==> src/rtl/rofm_pkg.sv <==
package rofm_pkg;
  localparam int DATA_W    = 32;
  localparam int ADDR_W    = 2;
  localparam int CNT_W     = 24;
  localparam int EN_BIT    = CNT_W;
  localparam int FRUN_BIT  = 8;
  localparam int VALID_BIT = 0;

  typedef enum logic [ADDR_W-1:0] {
    REG_CTRL   = 2'd0,
    REG_RESULT = 2'd1,
    REG_MON    = 2'd2,
    REG_SPARE  = 2'd3
  } reg_sel_e;

  typedef logic [CNT_W-1:0] cnt_t;

  // window closes once the oscillator count reaches the programmed length
  function automatic logic window_closes(input cnt_t ticks_after, input cnt_t lim);
    return ticks_after >= lim;
  endfunction

  function automatic logic is_rise(input logic old_v, input logic new_v);
    return new_v & ~old_v;
  endfunction
endpackage

==> src/rtl/rofm_regs.sv <==
module rofm_regs
  import rofm_pkg::*;
(
  input  logic              clk,
  input  logic              rst_n,
  input  logic              wr_en,
  input  logic [ADDR_W-1:0] wr_addr,
  input  logic [DATA_W-1:0] wr_data,
  input  logic [ADDR_W-1:0] rd_addr,
  input  logic              valid,
  input  logic [DATA_W-1:0] res_value,
  output logic [DATA_W-1:0] rd_data,
  output logic              ctrl_en,
  output cnt_t              ctrl_lim,
  output logic              frun_en,
  output logic              start_evt,
  output logic              stop_evt,
  output cnt_t              start_lim
);
  logic [DATA_W-1:0] ctrl_q;
  logic              frun_q;
  logic              ctrl_wr;
  logic              mon_wr;

  assign ctrl_wr   = wr_en && (wr_addr == REG_CTRL);
  assign mon_wr    = wr_en && (wr_addr == REG_MON);
  assign start_evt = ctrl_wr && is_rise(ctrl_q[EN_BIT], wr_data[EN_BIT]);
  assign stop_evt  = ctrl_wr && !wr_data[EN_BIT];
  assign start_lim = wr_data[CNT_W-1:0];

  assign ctrl_en  = ctrl_q[EN_BIT];
  assign ctrl_lim = ctrl_q[CNT_W-1:0];
  assign frun_en  = frun_q;

  always_ff @(posedge clk or negedge rst_n) begin
    if (!rst_n) begin
      ctrl_q <= '0;
      frun_q <= 1'b0;
    end else begin
      if (ctrl_wr) ctrl_q <= wr_data;
      if (mon_wr)  frun_q <= wr_data[FRUN_BIT];
    end
  end

  always_comb begin
    rd_data = '0;
    case (reg_sel_e'(rd_addr))
      REG_CTRL:   rd_data = ctrl_q;
      REG_RESULT: rd_data = res_value;
      REG_MON: begin
        rd_data[FRUN_BIT]  = frun_q;
        rd_data[VALID_BIT] = valid;
      end
      default:    rd_data = '0;
    endcase
  end
endmodule

==> src/rtl/rofm_window.sv <==
module rofm_window
  import rofm_pkg::*;
(
  input  logic clk,
  input  logic rst_n,
  input  logic start_evt,
  input  cnt_t start_lim,
  input  logic stop_evt,
  input  logic ctrl_en,
  input  logic frun_en,
  input  cnt_t ctrl_lim,
  input  logic osc_tick,
  output logic running,
  output logic valid,
  output logic active,
  output logic close_evt
);
  cnt_t wcnt;
  cnt_t ticks_next;
  logic osc_step;

  assign active     = running & ctrl_en & frun_en;
  assign osc_step   = active & osc_tick;
  assign ticks_next = wcnt + 1'b1;
  assign close_evt  = osc_step & window_closes(ticks_next, ctrl_lim);

  always_ff @(posedge clk or negedge rst_n) begin
    if (!rst_n) begin
      wcnt    <= '0;
      running <= 1'b0;
      valid   <= 1'b0;
    end else if (start_evt) begin
      wcnt    <= '0;
      running <= (start_lim != '0);
      valid   <= (start_lim == '0);
    end else if (stop_evt) begin
      running <= 1'b0;
      valid   <= 1'b0;
    end else begin
      if (osc_step) wcnt <= ticks_next;
      if (close_evt) begin
        running <= 1'b0;
        valid   <= 1'b1;
      end
    end
  end
endmodule

==> src/rtl/rofm_refcnt.sv <==
module rofm_refcnt #(
  parameter int RES_W = 32
) (
  input  logic             clk,
  input  logic             rst_n,
  input  logic             clear,
  input  logic             count_en,
  output logic [RES_W-1:0] value
);
  function automatic logic [RES_W-1:0] sat_inc(input logic [RES_W-1:0] v);
    return (&v) ? v : v + 1'b1;
  endfunction

  always_ff @(posedge clk or negedge rst_n) begin
    if (!rst_n)        value <= '0;
    else if (clear)    value <= '0;
    else if (count_en) value <= sat_inc(value);
  end
endmodule

==> src/rtl/rofm_top.sv <==
module rofm_top
  import rofm_pkg::*;
#(
  parameter int RES_W = 32
) (
  input  logic              clk,
  input  logic              rst_n,
  input  logic              wr_en,
  input  logic [ADDR_W-1:0] wr_addr,
  input  logic [DATA_W-1:0] wr_data,
  input  logic [ADDR_W-1:0] rd_addr,
  output logic [DATA_W-1:0] rd_data,
  input  logic              osc_tick,
  input  logic              ref_tick
);
  logic              ctrl_en;
  cnt_t              ctrl_lim;
  logic              frun_en;
  logic              start_evt;
  logic              stop_evt;
  cnt_t              start_lim;
  logic              running;
  logic              valid;
  logic              active;
  logic              close_evt;
  logic              ref_step;
  logic [RES_W-1:0]  res_cnt;
  logic [DATA_W-1:0] res_ext;

  // an aborting write wins over a reference tick in the same cycle
  assign ref_step = active & ref_tick & ~stop_evt;

  always_comb begin
    res_ext = '0;
    res_ext[RES_W-1:0] = res_cnt;
  end

  rofm_regs u_regs (
    .clk       (clk),
    .rst_n     (rst_n),
    .wr_en     (wr_en),
    .wr_addr   (wr_addr),
    .wr_data   (wr_data),
    .rd_addr   (rd_addr),
    .valid     (valid),
    .res_value (res_ext),
    .rd_data   (rd_data),
    .ctrl_en   (ctrl_en),
    .ctrl_lim  (ctrl_lim),
    .frun_en   (frun_en),
    .start_evt (start_evt),
    .stop_evt  (stop_evt),
    .start_lim (start_lim)
  );

  rofm_window u_window (
    .clk       (clk),
    .rst_n     (rst_n),
    .start_evt (start_evt),
    .start_lim (start_lim),
    .stop_evt  (stop_evt),
    .ctrl_en   (ctrl_en),
    .frun_en   (frun_en),
    .ctrl_lim  (ctrl_lim),
    .osc_tick  (osc_tick),
    .running   (running),
    .valid     (valid),
    .active    (active),
    .close_evt (close_evt)
  );

  rofm_refcnt #(.RES_W(RES_W)) u_refcnt (
    .clk      (clk),
    .rst_n    (rst_n),
    .clear    (start_evt),
    .count_en (ref_step),
    .value    (res_cnt)
  );
endmodule

==> config.mk <==
export PLATFORM = sky130hd
export DESIGN_NAME = rofm_top
export DESIGN_NICKNAME = d
export VERILOG_FILES = /design/src/rtl/rofm_pkg.sv /design/src/rtl/rofm_regs.sv /design/src/rtl/rofm_window.sv /design/src/rtl/rofm_refcnt.sv /design/src/rtl/rofm_top.sv
export SDC_FILE = /design/constraint.sdc
export NUM_CORES = 1
export LEC_CHECK = 0
export BUFFER_PORTS_ARGS = -buffer_cell sky130_fd_sc_hd__clkbuf_2
export CORE_MARGIN = 2
export CORE_UTILIZATION = 55
export DETAILED_ROUTE_END_ITERATION = 10
export GPL_ROUTABILITY_DRIVEN = 0
export HOLD_SLACK_MARGIN = 0.12
export PLACE_DENSITY_LB_ADDON = 0.15
export RECOVER_POWER = 100
export SLEW_MARGIN = 20
export SYNTH_ARGS = -nofsm -noshare
export SYNTH_HDL_FRONTEND = slang
export SYNTH_SLANG_ARGS = --single-unit
==> constraint.sdc <==
create_clock -name clk -period 5.7 [get_ports clk]
set_input_delay 1.14 -clock clk [delete_from_list [all_inputs] [get_ports clk]]
set_output_delay 1.14 -clock clk [all_outputs]
set_load 0.05 [all_outputs]
==> results of run 1 <==
==> stage by stage <==
step | hold WS [ns] | power [mW] | cell area, µm² | instances
final | 0.4834 | 1.472 | 6100 | 836
after global routing | 0.5100 | 1.548 | 6100 | 836
after CTS | 0.4842 | 1.490 | 6160 | 836
after detailed placement | 0.4628 | 1.034 | 5956 | 820
after global placement | 0.4590 | 1.022 | 5956 | 820
after floorplan | 0.4450 | 0.9316 | 5522 | 642
==> kinds of logic after synthesis <==
| logic type | count (synthesis) | synth area share (%) |
|---|---|---|
| and+or+nand+nor | 278 | 23.95 |
| buffers and inverters | 60 | 4.328 |
| AOI/OAI and AO/OA | 107 | 11.13 |
| DFF | 91 | 41.24 |
| adders and majority gates | 26 | 5.892 |
| xor gates and xnor gates | 47 | 7.455 |
| muxes | 33 | 6.005 |
==> sequential cells by signal (all words and copies together), names as in the netlist <==
register and flops:
u_refcnt.value 32, u_window.running 1, u_window.valid 1, u_regs.ctrl_q 32
u_window.wcnt 24, u_regs.frun_en 1
==> layer usage <==
layer  routed length, µm  vias up
li1                    -     2339
met1                5950     2293
met2                6712      118
met3                 566       14
met4                 258        0
met5                   0        -
==> worst min-delay path, cell delays in order, from the launching register on <==
cell and delay (ns):
dfrtp_1 0.35, nand2_1 0.05, nand2_1 0.05
==> placed cells by master, fill, tap and decap left out, drive strengths merged, types with 2 or more instances in the layout <==
| master | count |
|---|---|
| nand2b | 2 |
| o31ai | 7 |
| nand3 | 19 |
| mux2i | 32 |
| o22ai | 2 |
| nor3b | 3 |
| ha | 26 |
| nor3 | 11 |
| and3 | 11 |
| xor2 | 23 |
| clkinv | 3 |
| a2111oi | 2 |
| inv | 29 |
| and2 | 5 |
| or3 | 6 |
| nand4 | 27 |
| xnor2 | 24 |
| nor2 | 80 |
| or4 | 3 |
| a22o | 7 |
| a21o | 2 |
| nor4 | 13 |
| dfrtp | 91 |
| o21ai | 60 |
| clkbuf | 87 |
| a21oi | 20 |
| nand2 | 95 |
| a31oi | 3 |
==> power by group <==
part           switching, mW  total [mW]  internal, mW
Combinational          0.190       0.275        0.0857
Clock                  0.229       0.455         0.226
Sequential            0.0464       0.742         0.696
Total                  0.465        1.47          1.01
==> worst paths after layout <==
kind / start / endpoint / slack, ns
max: rd_addr[0] / rd_data[0] / 1.70
min: u_regs.ctrl_q[30] / u_regs.ctrl_q[30] / 0.48
max reg2reg: u_window.wcnt[0] / u_window.running / 2.08
min reg2reg: u_regs.ctrl_q[30] / u_regs.ctrl_q[30] / 0.48
max in group asynchronous: rst_n / u_refcnt.value[29] / 2.17
min in group asynchronous: rst_n / u_regs.ctrl_q[25] / 1.26
==> cell type report <==
| cell class | instances | share of cell area [%] |
|---|---|---|
| multi-input cells | 491 | 49.27 |
| flip-flops and latches | 91 | 37.33 |
| repair buffers | 76 | 5.538 |
| well taps | 133 | 2.728 |
| clock buffers | 12 | 2.544 |
| inverters | 29 | 1.785 |
| clock inverters | 4 | 0.8000 |
==> impl_summary.log, run 1 <==
[metrics] setup slack of the critical path after layout: 1.699 ns
[metrics] Syn-to-layout area delta: 10.47%
[metrics] vias in the first global route: 4,515
[metrics] number of top-level pins: 73
[metrics] post-CTS setup repair buffer count: 0
[metrics] Post-synth ARST share: 100.0%
[metrics] Hold Fails Final Rpt: 0
[metrics] Crit path buffers/inverters: 2
[metrics] root buf cell: clkbuf_8
[metrics] Fin Clk Skew: 0.009115 ns
[metrics] fraction of final layout cells sized beyond drive strength 1: 8.962%
[metrics] number of maximum-capacitance violations: 3
[metrics] required time at the worst-slack endpoint: 4.56 ns
[metrics] number of warnings reported in the yosys synthesis log: 0
[metrics] met3 usage: 5.514%
[metrics] detailed-placement wirelength estimate: 9939 µm
[metrics] logic depth of the worst setup path including buffers: 5
[metrics] met1 Use GR: 32.98%
[metrics] number of nets in the synthesized netlist: 709
[metrics] total clock sinks: 91
[metrics] timing-limited maximum frequency: 0.2499 GHz
[metrics] library cell contributing the largest single delay on the critical path: clkbuf_2
[metrics] final worst path period need: 4.001 ns
[metrics] # resized after CTS: 0
[metrics] top-count cell post-synth: nand2_1
[metrics] top cells by instance count after synthesis: nand2_1, dfrtp_1, nor2_1
[metrics] initial cell density of the core: 56.49%
[metrics] worst min path class: flip-flop to flip-flop
[metrics] cell-by-cell trace of the critical path: clkbuf_2 > nor2b_1 > nand2_1 > o21ai_0 > clkbuf_1
[metrics] Worst path max stage delay: 0.75 ns
[metrics] Inserted Diodes: 0
[metrics] status: complete, but fails checks
[metrics] startpoint class of the critical path: input pin
[metrics] top post-synthesis cells by area: dfrtp_1, nand2_1, ha_1, mux2i_1, o21ai_0
[metrics] router iterations before antenna repair: 5
[metrics] number of filler instances in the final layout: 888
[metrics] Total Routing Usage GR: 25.22%
[metrics] deepest level of the CTS H-tree: 3
[metrics] Crit path arrival time: 2.86 ns
[metrics] share of the clock period used by the worst path after layout: 70.20%
[metrics] multi-input gate area in the final layout: 3005 µm²
[metrics] RSZ-0062 raised after global routing: false
[metrics] total clock buffers created by CTS: 9
[metrics] number of instances in the synthesized netlist: 642
[metrics] synthesized cell area: 5522 µm²
[metrics] Max IR drop VDD: 164.1 µV
[metrics] number of antenna violations at the first check in global routing: 0
[metrics] count of port buffers added during placement: 72
[metrics] wire length of the first global-routing pass: 21,850 µm
[metrics] average cell area after synthesis: 8.601 µm²
[metrics] Yosys top cell area share: 41.24%
[metrics] Reg clk slew, reported paths: 0.09 ns
[metrics] Slew Limit Fails: 87
[metrics] maximum fanout encountered on the critical timing path: 33
[metrics] critical path capture point type: output port
[metrics] depth of the worst register-to-register path: 11
[metrics] final core utilization: 62.40%
[metrics] main flop type after synthesis: dfrtp_1
[metrics] Setup Slack @ Placement: 1.884 ns
[metrics] Longest Clk Path Bufs: 2
[metrics] Overflow after GRT: 0
[metrics] flip-flop and latch area: 2277 µm²
[metrics] critical path's top delay family: buffers and inverters
[metrics] leak pwr: 2.924 nW
[metrics] Final Routed Wirelength: 13,490 µm
[metrics] largest net degree at the start of global routing: 60
[metrics] core region area: 9774 µm²
[metrics] summed negative setup slack over all endpoints: 0 ns
[metrics] Power Density: 241.4 nW/µm²
[metrics] slew at the pin closest to its max-slew limit: 1.882 ns
[metrics] mean number of vias per cell: 5.699
[metrics] Synth cell types: 42
[metrics] mean routed wirelength per cell: 16.13 µm
[metrics] quantity of hold-fixing buffers added after cts: 0
[metrics] met2 Use GR: 41.49%
[metrics] cell taking the most area after synthesis: dfrtp_1
[metrics] Core Rows: 36
[metrics] Setup Viol. Count Final: 0
[metrics] kind of critical path: input pin to output port
[metrics] antenna-violating nets left: 0
[metrics] DIE WIDTH: 104.2 µm
[metrics] violations in the final reports: capacitance limit, slew limit
[metrics] nets: 765
[metrics] worst relative slew slack: -25.49%
[metrics] Clk Latency, worst-skew pair: 0.38 ns
[metrics] number of enable flip-flop cells after synthesis: 0
[metrics] Hold Path Stages: 2
[metrics] number of DRC violations after detailed routing: 0
[metrics] TritonCTS clock tree: built
[metrics] die area: 10,860 µm²
[metrics] Starting DRT DRC Count: 239
[metrics] busiest layer in global routing: met2
[metrics] Die Height: 104.2 µm
[metrics] sequential fraction of the synthesis area: 41.24%
[metrics] number of storage elements in the synthesis netlist: 91
[metrics] number of vias after detailed routing: 4,764
(Power assumes the default switching activity.)
==> run 2: changes to the inputs <==
--- a/config.mk
+++ b/config.mk
@@ -5,6 +5,7 @@
 export SDC_FILE = /design/constraint.sdc
 export NUM_CORES = 1
 export LEC_CHECK = 0
+export ABC_AREA = 1
 export BUFFER_PORTS_ARGS = -buffer_cell sky130_fd_sc_hd__clkbuf_2
 export CORE_MARGIN = 2
 export CORE_UTILIZATION = 55
==> constraint.sdc (replaced) <==
create_clock -name clk -period 3.7 [get_ports clk]
set_input_delay 0.74 -clock clk [delete_from_list [all_inputs] [get_ports clk]]
set_output_delay 0.74 -clock clk [all_outputs]
set_load 0.05 [all_outputs]
==> impl_summary.log, run 2 <==
[metrics] average cell area after synthesis: 7.164 µm² (was 8.601 µm²)
[metrics] number of enable flip-flop cells after synthesis: 0 (unchanged)
[metrics] number of DRC violations after detailed routing: 0 (unchanged)
[metrics] nets: 993 (was 765)
[metrics] final core utilization: 61.10% (was 62.40%)
[metrics] violations in the final reports: capacitance limit, slew limit (unchanged)
[metrics] combinational cell fraction of total power: 35.7% (was 18.7%)
[metrics] top-count cell post-synth: nand2_1 (unchanged)
[metrics] detailed-placement wirelength estimate: 13,150 µm (was 9939 µm)
[metrics] core region area: 10,890 µm² (was 9774 µm²)
[metrics] startpoint class of the critical path: flip-flop (was input pin)
[metrics] worst relative slew slack: -53.80% (was -25.49%)
[metrics] slew at the pin closest to its max-slew limit: 2.307 ns (was 1.882 ns)
[metrics] total clock sinks: 91 (unchanged)
[metrics] mean routed wirelength per cell: 16.13 µm (about the same)
[metrics] summed negative setup slack over all endpoints: 0 ns (unchanged)
[metrics] number of filler instances in the final layout: 1,038 (was 888)
[metrics] status: complete, but fails checks (unchanged)
[metrics] Slew Limit Fails: 149 (was 87)
[metrics] synthesized cell area: 6168 µm² (was 5522 µm²)
[metrics] sequential share of power: 42.6% (was 50.4%)
[metrics] DIE WIDTH: 109.9 µm (was 104.2 µm)
[metrics] commonest non-fill, non-tap cells in the layout: nand2_1, inv_1, dfrtp_1 (was nand2_1, dfrtp_1, nor2_1)
[metrics] deepest level of the CTS H-tree: 3 (unchanged)
[metrics] critical path capture point type: flip-flop (was output port)
[metrics] top cells by instance count after synthesis: nand2_1, inv_1, dfrtp_1 (was nand2_1, dfrtp_1, nor2_1)
[metrics] count of port buffers added during placement: 72 (unchanged)
[metrics] sequential fraction of the synthesis area: 36.92% (was 41.24%)
[metrics] worst min path class: flip-flop to flip-flop (unchanged)
[metrics] Yosys top cell area share: 36.92% (was 41.24%)
[metrics] antenna-violating nets left: 0 (unchanged)
[metrics] total clock buffers created by CTS: 9 (unchanged)
[metrics] share of the clock period used by the worst path after layout: 88.12%
[metrics] Hold Fails Final Rpt: 0 (unchanged)
[metrics] Crit path buffers/inverters: 1 (was 2)
[metrics] cell internal power dissipation: 1.905 mW (was 1.008 mW)
[metrics] Setup Viol. Count Final: 0 (unchanged)
[metrics] largest net degree at the start of global routing: 92 (was 60)
[metrics] Core Rows: 38 (was 36)
[metrics] TritonCTS clock tree: built (unchanged)
[metrics] root buf cell: clkbuf_8 (unchanged)
[metrics] router iterations before antenna repair: 6 (was 5)
[metrics] Final Routed Wirelength: 17,270 µm (was 13,490 µm)
[metrics] Crit path arrival time: 3.54 ns (was 2.86 ns)
[metrics] setup slack of the critical path after layout: 0.4394 ns (was 1.699 ns)
[metrics] cell taking the most area after synthesis: dfrtp_1 (unchanged)
[metrics] Max IR drop VDD: 261.1 µV (was 164.1 µV)
[metrics] main flop type after synthesis: dfrtp_1 (unchanged)
[metrics] timing-limited maximum frequency: 0.3067 GHz
[metrics] post-CTS setup repair buffer count: 0 (unchanged)
[metrics] Inst Count DP: 1,055 (was 820)
[metrics] # resized after CTS: 0 (unchanged)
[metrics] Post-synth ARST share: 100.0% (unchanged)
[metrics] largest registers in the final layout: u_refcnt.value: 32 flops, u_regs.ctrl_q: 32 flops, u_window.wcnt: 24 flops (unchanged)
[metrics] number of instances in the synthesized netlist: 861 (was 642)
[metrics] library cell contributing the largest single delay on the critical path: dfrtp_1 (was clkbuf_2)
[metrics] non-filler cells in the finished layout: 1,071 (was 836)
[metrics] Die Height: 109.9 µm (was 104.2 µm)
[metrics] register-to-register setup slack: 0.44 ns (was 2.08 ns)
[metrics] net switching component of the power: 1.334 mW (was 464.8 µW)
[metrics] Worst path max stage delay: 0.44 ns (was 0.75 ns)
[metrics] number of nets in the synthesized netlist: 928 (was 709)
[metrics] maximum fanout encountered on the critical timing path: 5 (was 33)
[metrics] number of maximum-capacitance violations: 2 (was 3)
[metrics] required time at the worst-slack endpoint: 3.98 ns (was 4.56 ns)
[metrics] Power Density: 486.9 nW/µm² (was 241.4 nW/µm²)
[metrics] RSZ-0062 raised after global routing: false (unchanged)
[metrics] clock group share of total power: 21.7% (was 30.9%)
[metrics] Reg clk slew, reported paths: 0.10 ns (was 0.09 ns)
[metrics] Total Routing Usage GR: 30.54% (was 25.22%)
[metrics] flip-flop and latch area: 2277 µm² (unchanged)
[metrics] critical path's top delay family: simple AND/OR/NAND/NOR gates (was buffers and inverters)
[metrics] area of placed instances: 6613 µm² (was 5956 µm²)
[metrics] final worst path period need: 3.261 ns
[metrics] initial cell density of the core: 56.65% (was 56.49%)
[metrics] cell seen most often among critical-path stages: nand2_1
[metrics] number of top-level pins: 73 (unchanged)
[metrics] most common cell after layout, fill and taps aside: nand2_1 (unchanged)
[metrics] number of vias after detailed routing: 6,029 (was 4,764)
[metrics] leak pwr: 3.176 nW (was 2.924 nW)
[metrics] die area: 12,080 µm² (was 10,860 µm²)
[metrics] wire length of the first global-routing pass: 28,340 µm (was 21,850 µm)
[metrics] top post-synthesis cells by area: dfrtp_1, nand2_1, inv_1, nand3_1, ha_1 (was dfrtp_1, nand2_1, ha_1, mux2i_1, o21ai_0)
[metrics] kind of critical path: flip-flop to flip-flop (was input pin to output port)
[metrics] Inserted Diodes: 0 (unchanged)
[metrics] number of antenna violations at the first check in global routing: 0 (unchanged)
[metrics] switching part of the total: 41.20% (was 31.57%)
[metrics] hold_ws: 0.4946 ns (was 0.4834 ns)
[metrics] number of warnings reported in the yosys synthesis log: 0 (unchanged)
[metrics] Longest Clk Path Bufs: 2 (unchanged)
[metrics] Clk Latency, worst-skew pair: 0.39 ns (was 0.38 ns)
[metrics] Setup Slack @ Placement: 0.6302 ns (was 1.884 ns)
[metrics] cell-by-cell trace of the critical path: ha_1 > nand2_1 > nor2_2 > nand3_1 > nor2_1 > nand3_1 > nor2_1 > nand2_1 > and2_1 > ha_1 > nand2_1 > inv_1 > nand2_1 > nand2_1 > nand2_1 > nand2_1 > a21oi_1 > nand2_1 > nand2_1 > nand2_1 > nand2_1 > nand2_1 (was clkbuf_2 > nor2b_1 > nand2_1 > o21ai_0 > clkbuf_1)
[metrics] Syn-to-layout area delta: 7.850% (was 10.47%)
[metrics] mean number of vias per cell: 5.629 (was 5.699)
[metrics] Fin Clk Skew: 0.01424 ns (was 0.009115 ns)
[metrics] Starting DRT DRC Count: 657 (was 239)
[metrics] fraction of final layout cells sized beyond drive strength 1: 9.130% (was 8.962%)
[metrics] final non-filler cell area: 6653 µm² (was 6100 µm²)
[metrics] number of storage elements in the synthesis netlist: 91 (unchanged)
[metrics] multi-input gate area in the final layout: 3156 µm² (was 3005 µm²)
[metrics] Synth cell types: 42 (unchanged)
[metrics] total chip power: 3.239 mW (was 1.472 mW)
[metrics] Overflow after GRT: 0 (unchanged)
[metrics] vias in the first global route: 5,931 (was 4,515)
[metrics] quantity of hold-fixing buffers added after cts: 0 (unchanged)
run 2: per-layer routing:
layer  wire length [µm]  track usage [%]  part of all wire (%)
met2               8483            51.31                    49
met4                548            14.38                   3.2
met3               1023            5.098                   5.9
met5                  0                0                     0
met1               7216            38.17                    42
run 2: worst paths after layout:
check	start	to	cells past startpoint
hold / removal	u_regs.ctrl_q[1]	u_regs.ctrl_q[1]	2
min in group asynchronous	rst_n	u_window.wcnt[3]	2
hold reg to reg	u_regs.ctrl_q[1]	u_regs.ctrl_q[1]	2
setup / recovery	u_window.wcnt[0]	u_window.valid	22
max in group asynchronous	rst_n	u_regs.ctrl_q[20]	2
setup reg to reg	u_window.wcnt[0]	u_window.valid	22
run 2: cell type report:
cell class	instances	share of cell area, %
Clock buffer	11	2.125
Inverter	134	7.561
Multi-Input combinational cell	613	47.43
Timing Repair Buffer	77	5.229
Sequential cell	91	34.23
Tap cell	140	2.633
Clock inverter	5	0.7899
run 2: kinds of logic after synthesis:
family | after synthesis | synth area share [%]
simple gates | 430 | 30.53
fa+ha+maj | 26 | 5.274
compound gates | 133 | 13.10
xor+xnor | 17 | 2.414
mux | 7 | 1.278
flops | 91 | 36.92
buf+inv | 157 | 10.49
run 2: tightest hold or removal path, cell delays in order, from the launching register on:
cell and delay [ns]:
dfrtp_1 0.36, nand2_1 0.05, o21ai_0 0.06
run 2: power groups by stage:
stage	clock network, mW	registers [mW]	logic, mW
6_report	0.703	1.38	1.16
4_1_cts	0.709	1.37	1.17
5_1_grt	0.749	1.40	1.31
2_1_floorplan	0	1.34	0.876
3_3_place_gp	0	1.38	1.11
3_5_place_dp	0	1.39	1.17
==> run 3: changes to the inputs <==
--- a/config.mk
+++ b/config.mk
@@ -5,9 +5,8 @@
 export SDC_FILE = /design/constraint.sdc
 export NUM_CORES = 1
 export LEC_CHECK = 0
-export ABC_AREA = 1
 export BUFFER_PORTS_ARGS = -buffer_cell sky130_fd_sc_hd__clkbuf_2
-export CORE_MARGIN = 2
+export CORE_MARGIN = 1.5
 export CORE_UTILIZATION = 55
 export DETAILED_ROUTE_END_ITERATION = 10
 export GPL_ROUTABILITY_DRIVEN = 0
==> impl_summary.log, run 3 (synthesis results as in run 1) <==
[metrics] fraction of final layout cells sized beyond drive strength 1: 10.72% (was 9.130%)
[metrics] endpoint of the worst hold path: u_regs.ctrl_q[30] (was u_regs.ctrl_q[1])
[metrics] Hold Path Stages: 2 (unchanged)
[metrics] total clock sinks: 91 (unchanged)
[metrics] startpoint class of the critical path: input pin (was flip-flop)
[metrics] depth of the worst register-to-register path: 10 (was 22)
[metrics] Setup Viol. Count Final: 0 (unchanged)
[metrics] status: complete, but fails checks (unchanged)
[metrics] leak pwr: 2.955 nW (was 3.176 nW)
[metrics] Power Density: 365.8 nW/µm² (was 486.9 nW/µm²)
[metrics] Slew Limit Fails: 56 (was 149)
[metrics] number of top-level pins: 73 (unchanged)
[metrics] number of vias after detailed routing: 4,788 (was 6,029)
[metrics] core region area: 9774 µm² (was 10,890 µm²)
[metrics] number of filler instances in the final layout: 870 (was 1,038)
[metrics] critical path capture point type: output port (was flip-flop)
[metrics] maximum fanout encountered on the critical timing path: 20 (was 5)
[metrics] flip-flop and latch area: 2277 µm² (unchanged)
[metrics] non-filler cells in the finished layout: 842 (was 1,071)
[metrics] area of placed instances: 6001 µm² (was 6613 µm²)
[metrics] largest registers in the final layout: u_refcnt.value: 32 flops, u_regs.ctrl_q: 32 flops, u_window.wcnt: 24 flops (unchanged)
[metrics] Clk Latency, worst-skew pair: 0.38 ns (was 0.39 ns)
[metrics] Die Height: 103.2 µm (was 109.9 µm)
[metrics] largest net degree at the start of global routing: 59 (was 92)
[metrics] total chip power: 2.237 mW (was 3.239 mW)
[metrics] # resized after CTS: 0 (unchanged)
[metrics] number of maximum-capacitance violations: 1 (was 2)
[metrics] Overflow after GRT: 0 (unchanged)
[metrics] beginning of the worst register-to-register path: u_window.wcnt[5] (was u_window.wcnt[0])
[metrics] Syn-to-layout area delta: 10.76% (was 7.850%)
[metrics] busiest layer in global routing: met2 (unchanged)
[metrics] final non-filler cell area: 6116 µm² (was 6653 µm²)
[metrics] Final Routed Wirelength: 13,810 µm (was 17,270 µm)
[metrics] Inst Count DP: 826 (was 1,055)
[metrics] number of DRC violations after detailed routing: 0 (unchanged)
[metrics] router iterations before antenna repair: 5 (was 6)
[metrics] final worst path period need: 3.420 ns (was 3.261 ns)
[metrics] met3 usage: 5.914% (was 5.098%)
[metrics] mean number of vias per cell: 5.686 (was 5.629)
[metrics] beginning of the worst hold path: u_regs.ctrl_q[30] (was u_regs.ctrl_q[1])
[metrics] cell-by-cell trace of the critical path: clkbuf_2 > clkbuf_1 > mux2i_1 > nor2_1 > clkbuf_2 (was ha_1 > nand2_1 > nor2_2 > nand3_1 > nor2_1 > nand3_1 > nor2_1 > nand2_1 > and2_1 > ha_1 > nand2_1 > inv_1 > nand2_1 > nand2_1 > nand2_1 > nand2_1 > a21oi_1 > nand2_1 > nand2_1 > nand2_1 > nand2_1 > nand2_1)
[metrics] Starting DRT DRC Count: 253 (was 657)
[metrics] required time at the worst-slack endpoint: 2.96 ns (was 3.98 ns)
[metrics] total clock buffers created by CTS: 9 (unchanged)
[metrics] TritonCTS clock tree: built (unchanged)
[metrics] Hold Fails Final Rpt: 0 (unchanged)
[metrics] cell seen most often among critical-path stages: clkbuf_2 (was nand2_1)
[metrics] nets: 771 (was 993)
[metrics] summed negative setup slack over all endpoints: 0 ns (unchanged)
[metrics] mean routed wirelength per cell: 16.40 µm (was 16.13 µm)
[metrics] Reg clk slew, reported paths: 0.09 ns (was 0.10 ns)
[metrics] commonest non-fill, non-tap cells in the layout: nand2_1, dfrtp_1, nor2_1 (was nand2_1, inv_1, dfrtp_1)
[metrics] multi-input gate area in the final layout: 2984 µm² (was 3156 µm²)
[metrics] Worst path max stage delay: 0.81 ns (was 0.44 ns)
[metrics] die area: 10,650 µm² (was 12,080 µm²)
[metrics] worst min path class: flip-flop to flip-flop (unchanged)
[metrics] library cell contributing the largest single delay on the critical path: clkbuf_1 (was dfrtp_1)
[metrics] quantity of hold-fixing buffers added after cts: 0 (unchanged)
[metrics] worst r2r dst: u_window.running (was u_window.valid)
[metrics] detailed-placement wirelength estimate: 10,330 µm (was 13,150 µm)
[metrics] most common cell after layout, fill and taps aside: nand2_1 (unchanged)
[metrics] wire length of the first global-routing pass: 22,720 µm (was 28,340 µm)
[metrics] post-CTS setup repair buffer count: 0 (unchanged)
[metrics] share of the clock period used by the worst path after layout: 92.42% (was 88.12%)
[metrics] setup slack of the critical path after layout: 0.2803 ns (was 0.4394 ns)
[metrics] Max IR drop VDD: 278.9 µV (was 261.1 µV)
[metrics] Longest Clk Path Bufs: 2 (unchanged)
[metrics] Crit path arrival time: 2.68 ns (was 3.54 ns)
[metrics] Inserted Diodes: 0 (unchanged)
[metrics] Total Routing Usage GR: 28.10% (was 30.54%)
[metrics] kind of critical path: input pin to output port (was flip-flop to flip-flop)
[metrics] hold_ws: 0.4804 ns (was 0.4946 ns)
[metrics] count of port buffers added during placement: 72 (unchanged)
[metrics] violations in the final reports: capacitance limit, slew limit (unchanged)
[metrics] register-to-register setup slack: 0.41 ns (was 0.44 ns)
[metrics] root buf cell: clkbuf_8 (unchanged)
[metrics] Fin Clk Skew: 0.008925 ns (was 0.01424 ns)
[metrics] Crit path buffers/inverters: 3 (was 1)
[metrics] met1 Use GR: 37.12% (was 38.17%)
[metrics] final core utilization: 62.57% (was 61.10%)
[metrics] RSZ-0062 raised after global routing: false (unchanged)
[metrics] deepest level of the CTS H-tree: 3 (unchanged)
[metrics] worst relative slew slack: -38.21% (was -53.80%)
[metrics] DIE WIDTH: 103.2 µm (was 109.9 µm)
[metrics] antenna-violating nets left: 0 (unchanged)
[metrics] critical path's top delay family: buffers and inverters (was simple AND/OR/NAND/NOR gates)
[metrics] initial cell density of the core: 56.49% (was 56.65%)
[metrics] met2 Use GR: 46.10% (was 51.31%)
[metrics] slew at the pin closest to its max-slew limit: 2.073 ns (was 2.307 ns)
[metrics] timing-limited maximum frequency: 0.2924 GHz (was 0.3067 GHz)
[metrics] Setup Slack @ Placement: 0.5042 ns (was 0.6302 ns)
[metrics] Core Rows: 36 (was 38)
[metrics] vias in the first global route: 4,590 (was 5,931)
[metrics] number of antenna violations at the first check in global routing: 0 (unchanged)
## run 3: worst max-delay path by stage
stage	start	to	slack [ns]	cells after the start
floorplan	rd_addr[0]	rd_data[0]	0.64	3
global placement	u_window.wcnt[5]	u_window.running	0.62	11
detailed placement	u_window.wcnt[5]	u_window.running	0.50	10
CTS	u_window.wcnt[5]	u_window.running	0.49	10
global route	rd_addr[0]	rd_data[17]	0.15	5
finish	rd_addr[0]	rd_data[17]	0.28	5
## run 3: tightest hold or removal path, stage by stage, from the launching register on
cell,delay [ns]
dfrtp_1,0.35
nand2_1,0.05
nand2_1,0.05
## run 3: area by class of cell
class                      instances  area share (%)
clock inverter                     1         0.08183
multi-input combinational        491           48.79
clock buffer                      15           3.048
tap                              133           2.721
inverter                          29           1.780
timing repair buffer              82           6.342
sequential                        91           37.23
## run 3: routing by layer
| layer | part of all wire (%) | wire (µm) |
|---|---|---|
| met2 | 49 | 6809 |
| met1 | 45 | 6224 |
| met3 | 3.8 | 527 |
| met5 | 0 | 0 |
| met4 | 1.8 | 252 |
## run 3: where the power goes
part	internal, mW	switching [mW]	leakage (nW)	total (mW)
Clock	0.318	0.350	0.0997	0.668
Combinational	0.134	0.294	1.64	0.428
Sequential	1.07	0.0688	1.21	1.14
